--- config.mk ---
export PLATFORM = sky130hd
export DESIGN_NAME = startup_seq
export DESIGN_NICKNAME = d
export VERILOG_FILES = /design/src/rtl/startup_pkg.sv /design/src/rtl/startup_sel_norm.sv /design/src/rtl/startup_hold_eval.sv /design/src/rtl/startup_evt_flag.sv /design/src/rtl/startup_seq.sv
export SDC_FILE = /design/constraint.sdc
export NUM_CORES = 1
export LEC_CHECK = 0
export BUFFER_PORTS_ARGS = -buffer_cell sky130_fd_sc_hd__buf_2
export CAP_MARGIN = 5
export CORE_AREA = 5 5 52 54
export CTS_CLUSTER_DIAMETER = 200
export CTS_CLUSTER_SIZE = 30
export DETAILED_ROUTE_END_ITERATION = 6
export DIE_AREA = 0 0 57 59
export PLACE_DENSITY = 0.77
export SYNTH_ARGS = -nofsm -noshare
export SYNTH_HDL_FRONTEND = slang
export SYNTH_SLANG_ARGS = --single-unit
--- constraint.sdc ---
create_clock -name clk -period 3.2 [get_ports clk]
set_input_delay 0.32 -clock clk [delete_from_list [all_inputs] [get_ports clk]]
set_output_delay 0.32 -clock clk [all_outputs]
set_load 0.005 [all_outputs]
--- src/rtl/startup_pkg.sv ---
package startup_pkg;

    typedef enum logic [1:0] {
        ST_IDLE,
        ST_STEP,
        ST_HOLD,
        ST_EOS
    } seq_state_t;

    // index of each phase selection in the normalised selection array
    localparam int SEL_GWE   = 0;
    localparam int SEL_GTS   = 1;
    localparam int SEL_DONE  = 2;
    localparam int SEL_LOCK  = 3;
    localparam int SEL_MATCH = 4;
    localparam int NUM_SEL   = 5;
    localparam int NUM_EVT   = 3;

endpackage

--- src/rtl/startup_sel_norm.sv ---
module startup_sel_norm #(
    parameter int NUM_PHASES = 8,
    localparam int PW = $clog2(NUM_PHASES)
) (
    input  logic [PW-1:0] sel_i,
    output logic [PW-1:0] sel_o
);
    localparam int LAST = NUM_PHASES - 1;

    // selections outside the programmable range fold onto the last programmable phase
    always_comb begin
        if (sel_i == '0 || sel_i == PW'(LAST)) begin
            sel_o = PW'(LAST - 1);
        end else begin
            sel_o = sel_i;
        end
    end
endmodule

--- src/rtl/startup_hold_eval.sv ---
module startup_hold_eval #(
    parameter int NUM_PHASES = 8,
    localparam int PW = $clog2(NUM_PHASES)
) (
    input  logic [PW-1:0] phase_i,
    input  logic          lock_en_i,
    input  logic [PW-1:0] lock_phase_i,
    input  logic          lock_i,
    input  logic          match_en_i,
    input  logic [PW-1:0] match_phase_i,
    input  logic          match_i,
    output logic          hold_o
);
    logic lock_block;
    logic match_block;

    always_comb begin
        lock_block  = lock_en_i  && (phase_i == lock_phase_i)  && !lock_i;
        match_block = match_en_i && (phase_i == match_phase_i) && !match_i;
        hold_o      = lock_block || match_block;
    end
endmodule

--- src/rtl/startup_evt_flag.sv ---
module startup_evt_flag #(
    parameter int NUM_PHASES = 8,
    localparam int PW = $clog2(NUM_PHASES)
) (
    input  logic          clk,
    input  logic          rst_n,
    input  logic          adv_i,
    input  logic [PW-1:0] next_phase_i,
    input  logic [PW-1:0] fire_phase_i,
    output logic          flag_o
);
    always_ff @(posedge clk or negedge rst_n) begin
        if (!rst_n) begin
            flag_o <= 1'b0;
        end else if (adv_i && (next_phase_i == fire_phase_i)) begin
            flag_o <= 1'b1;
        end
    end
endmodule

--- src/rtl/startup_seq.sv ---
module startup_seq
    import startup_pkg::*;
#(
    parameter int NUM_PHASES = 8,
    localparam int PW = $clog2(NUM_PHASES)
) (
    input  logic          clk,
    input  logic          rst_n,
    input  logic          start_i,
    input  logic          loaded_i,
    input  logic          lock_i,
    input  logic          match_i,
    input  logic          wait_lock_en_i,
    input  logic          wait_match_en_i,
    input  logic [PW-1:0] sel_gwe_i,
    input  logic [PW-1:0] sel_gts_i,
    input  logic [PW-1:0] sel_done_i,
    input  logic [PW-1:0] sel_lock_i,
    input  logic [PW-1:0] sel_match_i,
    output logic [PW-1:0] phase_o,
    output logic          gwe_o,
    output logic          gts_o,
    output logic          done_o,
    output logic          eos_o
);
    localparam int LAST     = NUM_PHASES - 1;
    localparam int LAST_PRG = NUM_PHASES - 2;

    seq_state_t    state_q, state_d;
    logic [PW-1:0] phase_q, phase_d;
    logic          hold;
    logic          adv;
    logic          eos_q;
    logic [PW-1:0] sel_raw [NUM_SEL];
    logic [PW-1:0] sel_nrm [NUM_SEL];
    logic [NUM_EVT-1:0] evt_flag;

    always_comb begin
        sel_raw[SEL_GWE]   = sel_gwe_i;
        sel_raw[SEL_GTS]   = sel_gts_i;
        sel_raw[SEL_DONE]  = sel_done_i;
        sel_raw[SEL_LOCK]  = sel_lock_i;
        sel_raw[SEL_MATCH] = sel_match_i;
    end

    for (genvar g = 0; g < NUM_SEL; g++) begin : g_norm
        startup_sel_norm #(.NUM_PHASES(NUM_PHASES)) u_norm (
            .sel_i (sel_raw[g]),
            .sel_o (sel_nrm[g])
        );
    end

    startup_hold_eval #(.NUM_PHASES(NUM_PHASES)) u_hold (
        .phase_i       (phase_q),
        .lock_en_i     (wait_lock_en_i),
        .lock_phase_i  (sel_nrm[SEL_LOCK]),
        .lock_i        (lock_i),
        .match_en_i    (wait_match_en_i),
        .match_phase_i (sel_nrm[SEL_MATCH]),
        .match_i       (match_i),
        .hold_o        (hold)
    );

    // next state and next phase
    always_comb begin
        state_d = state_q;
        phase_d = phase_q;
        unique case (state_q)
            ST_IDLE: begin
                if (start_i && loaded_i) begin
                    state_d = ST_STEP;
                    phase_d = PW'(1);
                end
            end
            ST_STEP, ST_HOLD: begin
                if (hold) begin
                    state_d = ST_HOLD;
                end else if (phase_q == PW'(LAST_PRG)) begin
                    state_d = ST_EOS;
                    phase_d = PW'(LAST);
                end else begin
                    state_d = ST_STEP;
                    phase_d = phase_q + PW'(1);
                end
            end
            ST_EOS: begin
                state_d = ST_EOS;
            end
        endcase
    end

    assign adv = (phase_d != phase_q);

    // state register
    always_ff @(posedge clk or negedge rst_n) begin
        if (!rst_n) begin
            state_q <= ST_IDLE;
            phase_q <= '0;
        end else begin
            state_q <= state_d;
            phase_q <= phase_d;
        end
    end

    // output register
    always_ff @(posedge clk or negedge rst_n) begin
        if (!rst_n) begin
            eos_q <= 1'b0;
        end else begin
            eos_q <= (state_d == ST_EOS);
        end
    end

    for (genvar e = 0; e < NUM_EVT; e++) begin : g_evt
        startup_evt_flag #(.NUM_PHASES(NUM_PHASES)) u_flag (
            .clk          (clk),
            .rst_n        (rst_n),
            .adv_i        (adv),
            .next_phase_i (phase_d),
            .fire_phase_i (sel_nrm[e]),
            .flag_o       (evt_flag[e])
        );
    end

    assign phase_o = phase_q;
    assign gwe_o   = evt_flag[SEL_GWE];
    assign gts_o   = ~evt_flag[SEL_GTS];
    assign done_o  = evt_flag[SEL_DONE];
    assign eos_o   = eos_q;
endmodule

==> metrics.txt <==
Rows 17; largest net degree at the start of global routing 19; Post-synth top cells 13 x nand2_1, 12 x inv_1, 9 x a21oi_1, 9 x dfrtp_1, 6 x o21ai_0; CP Max Fanout 18; worst setup path start phase_o[1]$_DFF_PN0_; Cells after Synth around 130; Startpoint Class flop; crit path kind flop to flop; Slew HR 0.621; Net Switching between 500 and 600 uW; area of the core approximately 2200 sq um; routed vias between 1000 and 1500; critical path required time between 3 and 4 ns; Area contributors post-synth dfrtp_1 21%, and4bb_1 4.7%, ha_1 4.7%; critical path cell sequence o21ai_0, a31oi_1, or3_4, o21a_1, o211ai_2, and4bb_1, o211a_1, a211o_1; RR Startpoint phase_o[1]$_DFF_PN0_; drt drc 0; Clock power frac 0.086; Placed Area ~1200 sq um; VDD IR max 0.540 mV; PortBufs 29; Ys Warns 0; final non-filler cell area ~1300 sq um; Int Pwr between 500 and 600 uW; CP delay by family, top compound AO/OA/AOI/OAI gates; drt total wl 2930 um; r2r worst-path depth 8; final setup fails 0; largest area contributor in the netlist dfrtp_1; initial antenna violation count 0; #FFs+latches synth 9; Clock Pin Slew Worst Setup and Hold Paths approximately 0.070 ns; CTS tree done; initial drt markers 39; fin crit share 0.906; Post-Syn Area about 1100 sq um; Final Max Tran Viols 0; Worst Path Buf+Inv 0; Resized cells post-CTS 0; CP max stage cell dfrtp_1; Critical Path Sink Type flop; die area around 3400 sq um; worst skew pair latency approximately 0.28 ns; most frequent cell after synthesis nand2_1; Die Y just under 60 um; Worst R2R End g_evt[1].u_flag.flag_o$_DFFE_PN0P_; # clock sinks 9; GRT Overall Usage 0.189; DRT Pass-1 Iters 4; leakage power around 0.59 nW; Ant. Diodes 0; ys async rst share 1.00; first-pass GRT wire length 5060 um; starting density of the core 0.495; Syn Area/Cell ~8.3 sq um; Area Growth Syn to Fin 17.0%; share of the synthesized area in the top cell type 0.210; Final Hold Slack 0.419 ns; Die Wd ~57 um; switching portion of total power 0.522; share of layout cells above drive strength 1 0.258; slew of the pin with the lowest slew margin about 0.57 ns; DR WL/cell between 15 and 20 um; Max Freq 345 MHz; GPL Wtd Cong slightly below 0.9; Comb pwr share 0.698; RSZ-0062 raised after global routing false; Max Cap Viol 0; Max clock buf depth 2; GRT overflow 0; Setup Skew about 0.017 ns; Final HPWL DP 2230 um; IO Pins 30; critical path arrival 3.07 ns; Final Hold Fails 0; Hold Path Class input port to async pin; Post-synth EDFFs 0; Netlist cell types 48; Syn Nets between 150 and 200; htree depth 1; vias in the first global route around 1100; status finished, final reports clean; post-route ant nets 0; Tmin final 2.90 ns; Worst path max stage delay 0.57 ns; Root Driver clkbuf_4; Setup TNS Final 0 ns; Main synth FF type dfrtp_1; sequential-to-total area share from yosys stat 0.210; Reg power frac 0.216; Num CTS Buffers 3; nets@finish between 150 and 200; Pwr per Cell Area 868 nW/um^2; r2r setup slk about 0.3 ns; routed vias/inst approximately 6
-- worst register-to-register path, cell delays in order (launching register included) --
cell      delay (ns)
dfrtp_1         0.57
o21ai_0         0.24
a31oi_1         0.06
or3_4           0.45
o21a_1          0.25
o211ai_2        0.50
and4bb_1        0.28
o211a_1         0.19
a211o_1         0.26
-- power groups by stage --
stage / logic [mW] / clock network [mW] / registers (mW)
floorplan: 0.620 / 0 / 0.206
global placement: 0.717 / 0 / 0.231
detailed placement: 0.746 / 0 / 0.238
CTS: 0.752 / 0.0961 / 0.236
global route: 0.844 / 0.102 / 0.247
finish: 0.761 / 0.0939 / 0.236
-- cell usage in the layout, fill, tap and decap left out, types with 2 or more instances in the layout --
cell / n
inv_1: 12
dfrtp_1: 9
buf_2: 29
and4bb_1: 4
a21oi_1: 9
ha_1: 4
o22ai_1: 3
nor2_1: 5
nand4b_1: 2
or4_1: 2
o21bai_1: 2
o21ai_0: 6
nor3b_1: 2
o21a_1: 2
o2111ai_1: 2
o211a_1: 2
and2_1: 3
nand3b_1: 2
a211o_1: 2
clkbuf_4: 3
nand2_1: 13
o211ai_1: 3
nand3_1: 2
nor3_1: 4
nor4bb_1: 2
nand4_1: 2
xor2_1: 4
a31oi_1: 2
-- layout make-up --
cell class / count / area, sq um
Multi-Input combinational cell: 102 / 758
Fill cell: 217 / 913
Clock buffer: 4 / 26.3
Timing Repair Buffer: 31 / 163
Tap cell: 28 / 35.0
Sequential cell: 9 / 225
Inverter: 13 / 48.8
-- state kept, by name, indices dropped and copies added, names as in the netlist --
| signal | flops |
|---|---|
| state_q | 2 |
| phase_o | 3 |
| g_evt.u_flag.flag_o | 3 |
| eos_o | 1 |
-- metal layers --
| metal | GRT usage | wire length (um) | part of all wire |
|---|---|---|---|
| met5 | 0 | 0 | 0 |
| met4 | 0.0861 | 58 | 0.020 |
| met3 | 0.0523 | 209 | 0.071 |
| met2 | 0.318 | 1410 | 0.48 |
| met1 | 0.225 | 1250 | 0.43 |
-- kinds of logic after synthesis --
group / Yosys count / synth area share
AOI/OAI and AO/OA: 45 / 0.333
xor gates and xnor gates: 5 / 0.0408
adders and majority gates: 4 / 0.0466
buffers and inverters: 18 / 0.0839
DFF: 9 / 0.210
muxes: 1 / 0.0140
and+or+nand+nor: 47 / 0.272
-- repair_timing --
action | in CTS | in global routing
buffers inserted | 0 | 0
hold endpoints to repair | 9 | 0
hold buffers | 1 | 0
setup endpoints to repair | 0 | 0
-- worst max-delay path by stage --
| stage | to | slack, ns | cells past startpoint |
|---|---|---|---|
| after floorplan | g_evt[0].u_flag.flag_o$_DFFE_PN0P_ | 0.74 | 9 |
| after global placement | g_evt[1].u_flag.flag_o$_DFFE_PN0P_ | 0.44 | 8 |
| after detailed placement | g_evt[1].u_flag.flag_o$_DFFE_PN0P_ | 0.34 | 8 |
| after CTS | g_evt[1].u_flag.flag_o$_DFFE_PN0P_ | 0.33 | 8 |
| after global routing | g_evt[1].u_flag.flag_o$_DFFE_PN0P_ | 0.14 | 8 |
| final | g_evt[1].u_flag.flag_o$_DFFE_PN0P_ | 0.30 | 8 |
-- stage by stage --
stage	utilization	std cells	setup WS, ns	power [mW]
after detailed placement	0.562	182	0.343	0.984
after CTS	0.579	187	0.329	1.08
after global routing	0.579	187	0.139	1.19
final	0.579	187	0.301	1.09
after global placement	0.562	182	0.438	0.948
after floorplan	-	129	0.737	0.826
No activity file was read; power rests on OpenSTA's default activity.
